**src/rtl/disp_addr_pkg.sv**
```systemverilog
package disp_addr_pkg;

    typedef enum logic {
        SCAN_HORIZ = 1'b0,
        SCAN_VERT  = 1'b1
    } scan_mode_t;

    typedef struct packed {
        logic [15:0] col;
        logic [15:0] bank;
    } grid_pos_t;

    function automatic logic is_last(input logic [15:0] v, input logic [15:0] last);
        return v == last;
    endfunction

    function automatic logic [15:0] wrap_bump(input logic [15:0] v, input logic [15:0] last);
        return (v == last) ? 16'd0 : v + 16'd1;
    endfunction

    function automatic logic [15:0] clamp_to(input logic [15:0] v, input logic [15:0] last);
        return (v > last) ? last : v;
    endfunction

endpackage

```
**src/rtl/dac_load_sel.sv**
```systemverilog
module dac_load_sel
    import disp_addr_pkg::*;
#(
    parameter int NUM_COLS    = 84,
    parameter int NUM_BANKS   = 6,
    parameter int CLAMP_LOADS = 0,
    parameter int COL_W       = $clog2(NUM_COLS),
    parameter int BANK_W      = $clog2(NUM_BANKS)
) (
    input  logic [COL_W-1:0]  cur_col,
    input  logic [BANK_W-1:0] cur_bank,
    input  logic              col_ld,
    input  logic [COL_W-1:0]  col_val,
    input  logic              bank_ld,
    input  logic [BANK_W-1:0] bank_val,
    output logic [COL_W-1:0]  eff_col,
    output logic [BANK_W-1:0] eff_bank
);
    localparam logic [COL_W-1:0]  COL_LAST  = COL_W'(NUM_COLS - 1);
    localparam logic [BANK_W-1:0] BANK_LAST = BANK_W'(NUM_BANKS - 1);

    grid_pos_t req;

    always_comb begin
        req.col  = 16'(col_val);
        req.bank = 16'(bank_val);
    end

    generate
        if (CLAMP_LOADS != 0) begin : g_clamp
            always_comb begin
                eff_col  = col_ld  ? COL_W'(clamp_to(req.col, 16'(COL_LAST)))    : cur_col;
                eff_bank = bank_ld ? BANK_W'(clamp_to(req.bank, 16'(BANK_LAST))) : cur_bank;
            end
        end else begin : g_ignore
            always_comb begin
                eff_col  = (col_ld  && (col_val  <= COL_LAST))  ? col_val  : cur_col;
                eff_bank = (bank_ld && (bank_val <= BANK_LAST)) ? bank_val : cur_bank;
            end
        end
    endgenerate

endmodule

```
**src/rtl/dac_step.sv**
```systemverilog
module dac_step
    import disp_addr_pkg::*;
#(
    parameter int NUM_COLS  = 84,
    parameter int NUM_BANKS = 6,
    parameter int COL_W     = $clog2(NUM_COLS),
    parameter int BANK_W    = $clog2(NUM_BANKS)
) (
    input  scan_mode_t        mode,
    input  logic [COL_W-1:0]  cur_col,
    input  logic [BANK_W-1:0] cur_bank,
    output logic [COL_W-1:0]  nxt_col,
    output logic [BANK_W-1:0] nxt_bank
);
    localparam logic [COL_W-1:0]  COL_LAST  = COL_W'(NUM_COLS - 1);
    localparam logic [BANK_W-1:0] BANK_LAST = BANK_W'(NUM_BANKS - 1);

    logic col_end;
    logic bank_end;
    logic [COL_W-1:0]  col_bumped;
    logic [BANK_W-1:0] bank_bumped;

    always_comb begin
        col_end     = is_last(16'(cur_col), 16'(COL_LAST));
        bank_end    = is_last(16'(cur_bank), 16'(BANK_LAST));
        col_bumped  = COL_W'(wrap_bump(16'(cur_col), 16'(COL_LAST)));
        bank_bumped = BANK_W'(wrap_bump(16'(cur_bank), 16'(BANK_LAST)));
        nxt_col     = cur_col;
        nxt_bank    = cur_bank;
        if (mode == SCAN_HORIZ) begin
            nxt_col = col_bumped;
            if (col_end) nxt_bank = bank_bumped;
        end else begin
            nxt_bank = bank_bumped;
            if (bank_end) nxt_col = col_bumped;
        end
    end

endmodule

```
**src/rtl/disp_addr_ctr.sv**
```systemverilog
module disp_addr_ctr
    import disp_addr_pkg::*;
#(
    parameter int NUM_COLS      = 84,
    parameter int NUM_BANKS     = 6,
    parameter int ROWS_PER_BANK = 8,
    parameter int CLAMP_LOADS   = 0,
    parameter int COL_W         = $clog2(NUM_COLS),
    parameter int BANK_W        = $clog2(NUM_BANKS),
    parameter int ROW_W         = $clog2(NUM_BANKS * ROWS_PER_BANK)
) (
    input  logic              clk,
    input  logic              rst,
    input  logic              byte_wr,
    input  logic              col_ld,
    input  logic [COL_W-1:0]  col_val,
    input  logic              bank_ld,
    input  logic [BANK_W-1:0] bank_val,
    input  logic              mode_ld,
    input  logic              mode_val,
    output logic [COL_W-1:0]  col_ptr,
    output logic [BANK_W-1:0] bank_ptr,
    output logic              vert_mode,
    output logic              wr_en,
    output logic [COL_W-1:0]  wr_col,
    output logic [BANK_W-1:0] wr_bank,
    output logic [ROW_W-1:0]  wr_row
);
    localparam logic [COL_W-1:0]  COL_LAST  = COL_W'(NUM_COLS - 1);
    localparam logic [BANK_W-1:0] BANK_LAST = BANK_W'(NUM_BANKS - 1);

    scan_mode_t        mode_q;
    scan_mode_t        mode_eff;
    logic [COL_W-1:0]  eff_col;
    logic [BANK_W-1:0] eff_bank;
    logic [COL_W-1:0]  nxt_col;
    logic [BANK_W-1:0] nxt_bank;

    assign mode_eff  = mode_ld ? scan_mode_t'(mode_val) : mode_q;
    assign vert_mode = (mode_q == SCAN_VERT);

    dac_load_sel #(
        .NUM_COLS(NUM_COLS), .NUM_BANKS(NUM_BANKS), .CLAMP_LOADS(CLAMP_LOADS),
        .COL_W(COL_W), .BANK_W(BANK_W)
    ) u_load (
        .cur_col(col_ptr), .cur_bank(bank_ptr),
        .col_ld(col_ld), .col_val(col_val),
        .bank_ld(bank_ld), .bank_val(bank_val),
        .eff_col(eff_col), .eff_bank(eff_bank)
    );

    dac_step #(
        .NUM_COLS(NUM_COLS), .NUM_BANKS(NUM_BANKS), .COL_W(COL_W), .BANK_W(BANK_W)
    ) u_step (
        .mode(mode_eff), .cur_col(eff_col), .cur_bank(eff_bank),
        .nxt_col(nxt_col), .nxt_bank(nxt_bank)
    );

    always_ff @(posedge clk) begin
        if (rst) begin
            mode_q   <= SCAN_HORIZ;
            col_ptr  <= '0;
            bank_ptr <= '0;
            wr_en    <= 1'b0;
            wr_col   <= '0;
            wr_bank  <= '0;
            wr_row   <= '0;
        end else begin
            mode_q   <= mode_eff;
            wr_en    <= byte_wr;
            col_ptr  <= byte_wr ? nxt_col  : eff_col;
            bank_ptr <= byte_wr ? nxt_bank : eff_bank;
            if (byte_wr) begin
                wr_col  <= eff_col;
                wr_bank <= eff_bank;
                wr_row  <= ROW_W'(eff_bank) * ROW_W'(ROWS_PER_BANK);
            end
        end
    end


    range_chk: assert property (@(posedge clk) disable iff (rst)
        (col_ptr <= COL_LAST) && (bank_ptr <= BANK_LAST));


    horiz_step_chk: assert property (@(posedge clk) disable iff (rst)
        byte_wr && !col_ld && !bank_ld && !mode_ld && (mode_q == SCAN_HORIZ) && (col_ptr != COL_LAST)
        |=> (col_ptr == COL_W'($past(col_ptr) + 1'b1)) && (bank_ptr == $past(bank_ptr)));


    vert_step_chk: assert property (@(posedge clk) disable iff (rst)
        byte_wr && !col_ld && !bank_ld && !mode_ld && (mode_q == SCAN_VERT) && (bank_ptr != BANK_LAST)
        |=> (bank_ptr == BANK_W'($past(bank_ptr) + 1'b1)) && (col_ptr == $past(col_ptr)));


    last_wrap_chk: assert property (@(posedge clk) disable iff (rst)
        byte_wr && !col_ld && !bank_ld && (col_ptr == COL_LAST) && (bank_ptr == BANK_LAST)
        |=> (col_ptr == '0) && (bank_ptr == '0));


    col_only_chk: assert property (@(posedge clk) disable iff (rst)
        col_ld && !bank_ld && !byte_wr |=> $stable(bank_ptr));


    reset_state_chk: assert property (@(posedge clk)
        rst |=> (col_ptr == '0) && (bank_ptr == '0) && !vert_mode && !wr_en);


    wr_strobe_chk: assert property (@(posedge clk) disable iff (rst)
        byte_wr && !col_ld && !bank_ld
        |=> wr_en && (wr_col == $past(col_ptr)) && (wr_bank == $past(bank_ptr)));


    mode_hold_chk: assert property (@(posedge clk) disable iff (rst)
        !mode_ld |=> $stable(vert_mode));

    generate
        if (CLAMP_LOADS == 0) begin : g_oor_chk

            oor_ignore_chk: assert property (@(posedge clk) disable iff (rst)
                col_ld && (col_val > COL_LAST) && !byte_wr |=> $stable(col_ptr));
        end
    endgenerate

endmodule

```
**config.mk**
```make
export PLATFORM = sky130hd
export DESIGN_NAME = disp_addr_ctr
export DESIGN_NICKNAME = d
export VERILOG_FILES = /design/src/rtl/disp_addr_pkg.sv /design/src/rtl/dac_load_sel.sv /design/src/rtl/dac_step.sv /design/src/rtl/disp_addr_ctr.sv
export SDC_FILE = /design/constraint.sdc
export NUM_CORES = 1
export LEC_CHECK = 0
export ABC_AREA = 1
export BUFFER_PORTS_ARGS = -buffer_cell sky130_fd_sc_hd__buf_2
export CAP_MARGIN = 5
export CORE_ASPECT_RATIO = 1.1
export CORE_MARGIN = 4
export CORE_UTILIZATION = 48
export CTS_CLUSTER_DIAMETER = 100
export DETAILED_ROUTE_END_ITERATION = 8
export PLACE_DENSITY = 0.78
export SLEW_MARGIN = 20
export SYNTH_ARGS = -nofsm -noshare
export SYNTH_HDL_FRONTEND = slang
export SYNTH_SLANG_ARGS = --single-unit
```
**constraint.sdc**
```tcl
create_clock -name clk -period 1.9 [get_ports clk]
set_input_delay 0.095 -clock clk [delete_from_list [all_inputs] [get_ports clk]]
set_output_delay 0.095 -clock clk [all_outputs]
set_load 0.005 [all_outputs]
```
Word-level counts from Yosys, hierarchy flattened
Cells that the tools add are included.
{"block": "word_totals", "mem_bits_ro": 0, "latchBits": 0, "n_memories": 0, "mem_bits_rw": 0, "regBits": 22, "inputBits": 17, "word_cells": 25, "out_inout_bits": 28}
{"block": "op_classes", "eq_ne": 2, "bitwise_logic": 0, "div": 0, "n_addsub": 2, "n_reduce_logical": 2, "n_mul": 0, "mux": 11, "n_shift": 0, "order_cmp": 2}
{"cell": "7-bit 2-to-1 mux", "count": 5}
{"cell": "3-bit 2-to-1 mux", "count": 5}
{"cell": "7-bit by 1-bit adder with 7-bit output, second input constant", "count": 1}
{"cell": "7-bit == test, second input constant", "count": 1}
{"cell": "7-bit <= comparator, second input constant", "count": 1}
{"cell": "3-bit by 1-bit adder with 3-bit output, second input constant", "count": 1}
{"cell": "3-bit == test, second input constant", "count": 1}
{"cell": "3-bit <= comparator, second input constant", "count": 1}
{"cell": "1-bit logical AND", "count": 2}
{"cell": "1-bit 2-to-1 mux", "count": 1}

Longest topological paths before layout
{"block": "logic_depth", "ltp_word": 8, "ltp_mapped": 14, "ltp_nobuf": 14}

Cells and area by module
From an unflattened synthesis, not the netlist that was laid out.
{"block": "unflattened", "hier_cells": 219, "area_unflattened_um2": 1360.1}
{"module": "disp_addr_ctr", "seq_area_each_um2": 440.4, "cells_each": 106, "area_per_inst_um2": 833.3, "n_inst": 1}
{"module": "dac_step", "seq_area_each_um2": 0.0, "cells_each": 75, "area_per_inst_um2": 341.6, "n_inst": 1}
{"module": "dac_load_sel", "seq_area_each_um2": 0.0, "cells_each": 38, "area_per_inst_um2": 185.2, "n_inst": 1}

Least setup slack after synthesis
Ideal clock, no wire load.
{"block": "synth_path", "path_type": "input to register", "from": "in col_val[3]", "to": "reg col_ptr[6]", "cell_stages": 11, "t_arrival_ps": 1299, "t_required_ps": 1778, "path_slack_ps": 479, "setup_time_ps": 122, "cell_sequence": "o21ai_1 nand2_1 nand2_4 nand3_1 nand2_1 ha_1 nand3_1 nor2_1 nand2_1 o21ai_2 nor2_1"}
{"block": "synth_between", "elab_chain_len": 8, "elab_cells_between_ends": 9}
{"element": "start, declared", "line_no": "disp_addr_ctr.sv:16", "text": "input logic [COL_W-1:0] col_val,"}
{"element": "7-bit <= comparator *", "line_no": "dac_load_sel.sv:37", "text": "eff_col = (col_ld && (col_val <= COL_LAST)) ? col_val : cur_col;"}
{"element": "1-bit logical AND *", "line_no": "dac_load_sel.sv:37"}
{"element": "7-bit 2-to-1 mux *", "line_no": "dac_load_sel.sv:37"}
{"element": "via eff_col[0]", "line_no": "disp_addr_ctr.sv:34", "text": "logic [COL_W-1:0] eff_col;"}
{"element": "7-bit by 1-bit adder with 7-bit output / 7-bit == test (equally long branches)", "line_no": "disp_addr_pkg.sv:18", "text": "return (v == last) ? 16'd0 : v + 16'd1;"}
{"element": "7-bit 2-to-1 mux *", "line_no": "disp_addr_pkg.sv:18"}
{"element": "7-bit 2-to-1 mux", "line_no": "dac_step.sv:35", "text": "if (bank_end) nxt_col = col_bumped;"}
{"element": "7-bit 2-to-1 mux *", "line_no": "dac_step.sv:30", "text": "if (mode == SCAN_HORIZ) begin"}
{"element": "7-bit 2-to-1 mux *", "line_no": "disp_addr_ctr.sv:71", "text": "col_ptr <= byte_wr ? nxt_col : eff_col;"}
{"element": "end signal, assigned", "line_no": "disp_addr_ctr.sv:71"}
{"element": "end, declared", "line_no": "disp_addr_ctr.sv:21", "text": "output logic [COL_W-1:0] col_ptr,"}
Mark *: on every way through the listed nets, which the timed path passes. The rest lies on a longest branch.
A chain may end at the register's enable or synchronous reset.

Worst setup path in the final report
{"block": "layout_path", "from": "reg bank_ptr[2]", "to": "reg col_ptr[4]"}
{"block": "layout_between", "elab_chain_len": 5}
{"element": "start, declared", "line_no": "disp_addr_ctr.sv:22", "text": "output logic [BANK_W-1:0] bank_ptr,"}
{"element": "start signal, assigned", "line_no": "disp_addr_ctr.sv:72", "text": "bank_ptr <= byte_wr ? nxt_bank : eff_bank;"}
{"element": "3-bit 2-to-1 mux", "line_no": "dac_load_sel.sv:38", "text": "eff_bank = (bank_ld && (bank_val <= BANK_LAST)) ? bank_val : cur_bank;"}
{"element": "3-bit == test", "line_no": "disp_addr_pkg.sv:14", "text": "return v == last;"}
{"element": "7-bit 2-to-1 mux", "line_no": "dac_step.sv:35"}
{"element": "7-bit 2-to-1 mux", "line_no": "dac_step.sv:30"}
{"element": "7-bit 2-to-1 mux", "line_no": "disp_addr_ctr.sv:71"}
No other way between the ends.

==> flow_metrics.tcl <==
set metrics [dict create \
    io_pins 45 \
    drt_iter0_markers 26 \
    h-tree-depth 1 \
    wl_met1_mm 1.06 \
    route.top_layer_used "met4" \
    ys_seq_area_share_pct 35.7 \
    cts_resized 0 \
    final_cell_mix "buf_2 (41), nand2_1 (37), inv_1 (23), nor2_1 (22), dfxtp_1 (22)" \
    holdPathStages 2 \
    final_common_cell "buf_2" \
    synth_area_per_cell_um2 7.17 \
    hpwlAfterDp_mm 2.13 \
    hold_viol 0 \
    start_util_pct 49.9 \
    via_per_inst 4.72 \
    cp.arrival_ns 1.79 \
    critical_path.max_fanout 5 \
    required_ns 2.12 \
    post_cts_buffers 0 \
    finalSetupViolations 0 \
    leakagePower_nw 0.810 \
    routed_wl_mm 2.54 \
    slew_violations 0 \
    drtPass1Iterations 4 \
    final-seq-area_um2 440 \
    period_needed_ns 1.57 \
    fillers 251 \
    r2r-start "bank_ptr[2]" \
    finalCritPeriodShare_pct 82.7 \
    synth_warnings 0 \
    ys_ff_latch 22 \
    mappedNetlistArea_um2 1230 \
    power_density_nw_per_um2 706 \
    cts_max_path_buffers 2 \
    route.met3.wl_um 184 \
    outcome "complete, no violations" \
    track_usage_pct 15.5 \
    drive_above_1_share_pct 31.3 \
    synth_cells 172 \
    final_area_um2 1460 \
    clock_sinks 22 \
    drt-wirelength-per-cell_um 10.5 \
    globalplace.congestion 0.923 \
    cts_tree "built" \
    postRouteAntennaNets 0 \
    cts_hold_buf 0 \
    die_w_um 56.3 \
    final_net_count 230 \
    die_h_um 61.2 \
    route.detailed.drc 0 \
    clk_latency_ns 0.31 \
    whs_ns 0.0821 \
    cts_buffers 3 \
    rsz0062_at_grt "false" \
    rows 19 \
    worstSetupPathType "reg2reg" \
    placed_area_um2 1420 \
    multi_input_area_um2 637 \
    min_from "rst" \
    worstReg2RegEnd "col_ptr[4]" \
    cts.clk_slew.worst_paths_ns 0.11 \
    dieArea_um2 3450 \
    io_buffer_count 41 \
    core-area_um2 2470 \
    grt_pass1_wl_mm 4.12 \
    rr_worst_depth 9 \
    area_delta_synth_final_pct 18.0 \
    overflow 0 \
    min_to "col_ptr[5]" \
    route.met2.wl_mm 1.24 \
    utilization_pct 58.9 \
    grt_max_degree 18 \
    fin_skew_ns 0.00372 \
    grt_pass1_vias 1010 \
    vias 1142 \
    fin_tns_setup_ns 0 \
    end_kind "flop" \
    start_kind "flop" \
    hp-class "in2reg" \
    rrSetupSlack_ns 0.33 \
    cts_root_buffer "clkbuf_4" \
    p_total_mw 1.03 \
    fmax_ghz 0.636 \
    antenna_found_initial 0 \
    irDropWorstVdd_uv 519 \
    num_antenna_cells 0 \
    yosysUniqueCellTypes 31 \
    cap_violations 0 \
]
-- registers in the layout (all words and copies together) (netlist names) --
signal     cells
bank_ptr       3
col_ptr        7
vert_mode      1
wr_bank        3
wr_col         7
wr_en          1
-- where the power goes --
part | internal, mW | switching, mW
combinational | 0.103 | 0.154
clock | 0.117 | 0.138
sequential | 0.498 | 0.0184
total | 0.718 | 0.310
-- cell usage after synthesis, drive strengths merged --
cell / n / area (µm²)
nand3: 13 / 65.1
nand3b: 2 / 15.0
o21ai: 10 / 68.8
or2: 1 / 6.26
inv: 24 / 90.1
nand2: 45 / 209
dfxtp: 22 / 440
conb: 1 / 3.75
and2: 1 / 7.51
nand4: 2 / 12.5
nor3: 1 / 5.00
o211ai: 3 / 22.5
a21oi: 6 / 41.3
nor2: 27 / 124
xnor2: 1 / 8.76
mux2i: 1 / 10.0
buf: 7 / 56.3
clkbuf: 2 / 17.5
ha: 1 / 12.5
xor2: 2 / 17.5
-- cells by family after synthesis --
logic type / after synthesis / share of synthesized area [%]
and+or+nand+nor: 92 / 36.0
other: 1 / 0.304
buffers and inverters: 33 / 13.3
xor gates and xnor gates: 3 / 2.13
DFF: 22 / 35.7
adders and majority gates: 1 / 1.01
AOI/OAI and AO/OA: 19 / 10.8
muxes: 1 / 0.811
-- worst max-delay path by stage --
stage	startpoint	endpoint	depth (start not counted)
5_1_grt	bank_ptr[2]	col_ptr[4]	9
3_5_place_dp	col_val[3]	col_ptr[2]	12
3_3_place_gp	col_val[3]	col_ptr[1]	12
4_1_cts	bank_ptr[2]	col_ptr[4]	9
6_report	bank_ptr[2]	col_ptr[4]	9
2_1_floorplan	col_val[3]	col_ptr[6]	11
-- worst max-delay path: stages, from the launching register on --
cell,delay (ns)
dfxtp_1,0.34
inv_1,0.06
a21oi_4,0.21
nand2_4,0.08
o21ai_4,0.22
inv_2,0.10
nor2_4,0.11
nand3_1,0.08
xor2_1,0.22
nor2_2,0.04
-- layout make-up --
type	instances	area share, %
Inverter	24	6.19
Clock buffer	4	2.49
Multi-Input combinational cell	119	43.8
Sequential cell	22	30.3
Tap cell	31	2.67
Timing Repair Buffer	42	14.6
-- per-stage QoR --
stage | setup slack (ns) | std cells
after global routing | 0.162 | 242
after global placement | 0.213 | 238
after detailed placement | 0.161 | 238
after CTS | 0.310 | 242
final | 0.328 | 242
after floorplan | 0.479 | 174
-- routing by layer --
| layer | global-route usage (%) | up-vias |
|---|---|---|
| li1 | - | 607 |
| met1 | 16.7 | 493 |
| met2 | 28.5 | 35 |
| met3 | 3.77 | 7 |
| met4 | 8.14 | 0 |
| met5 | 0 | - |
Power figures use the tool's default switching activity.
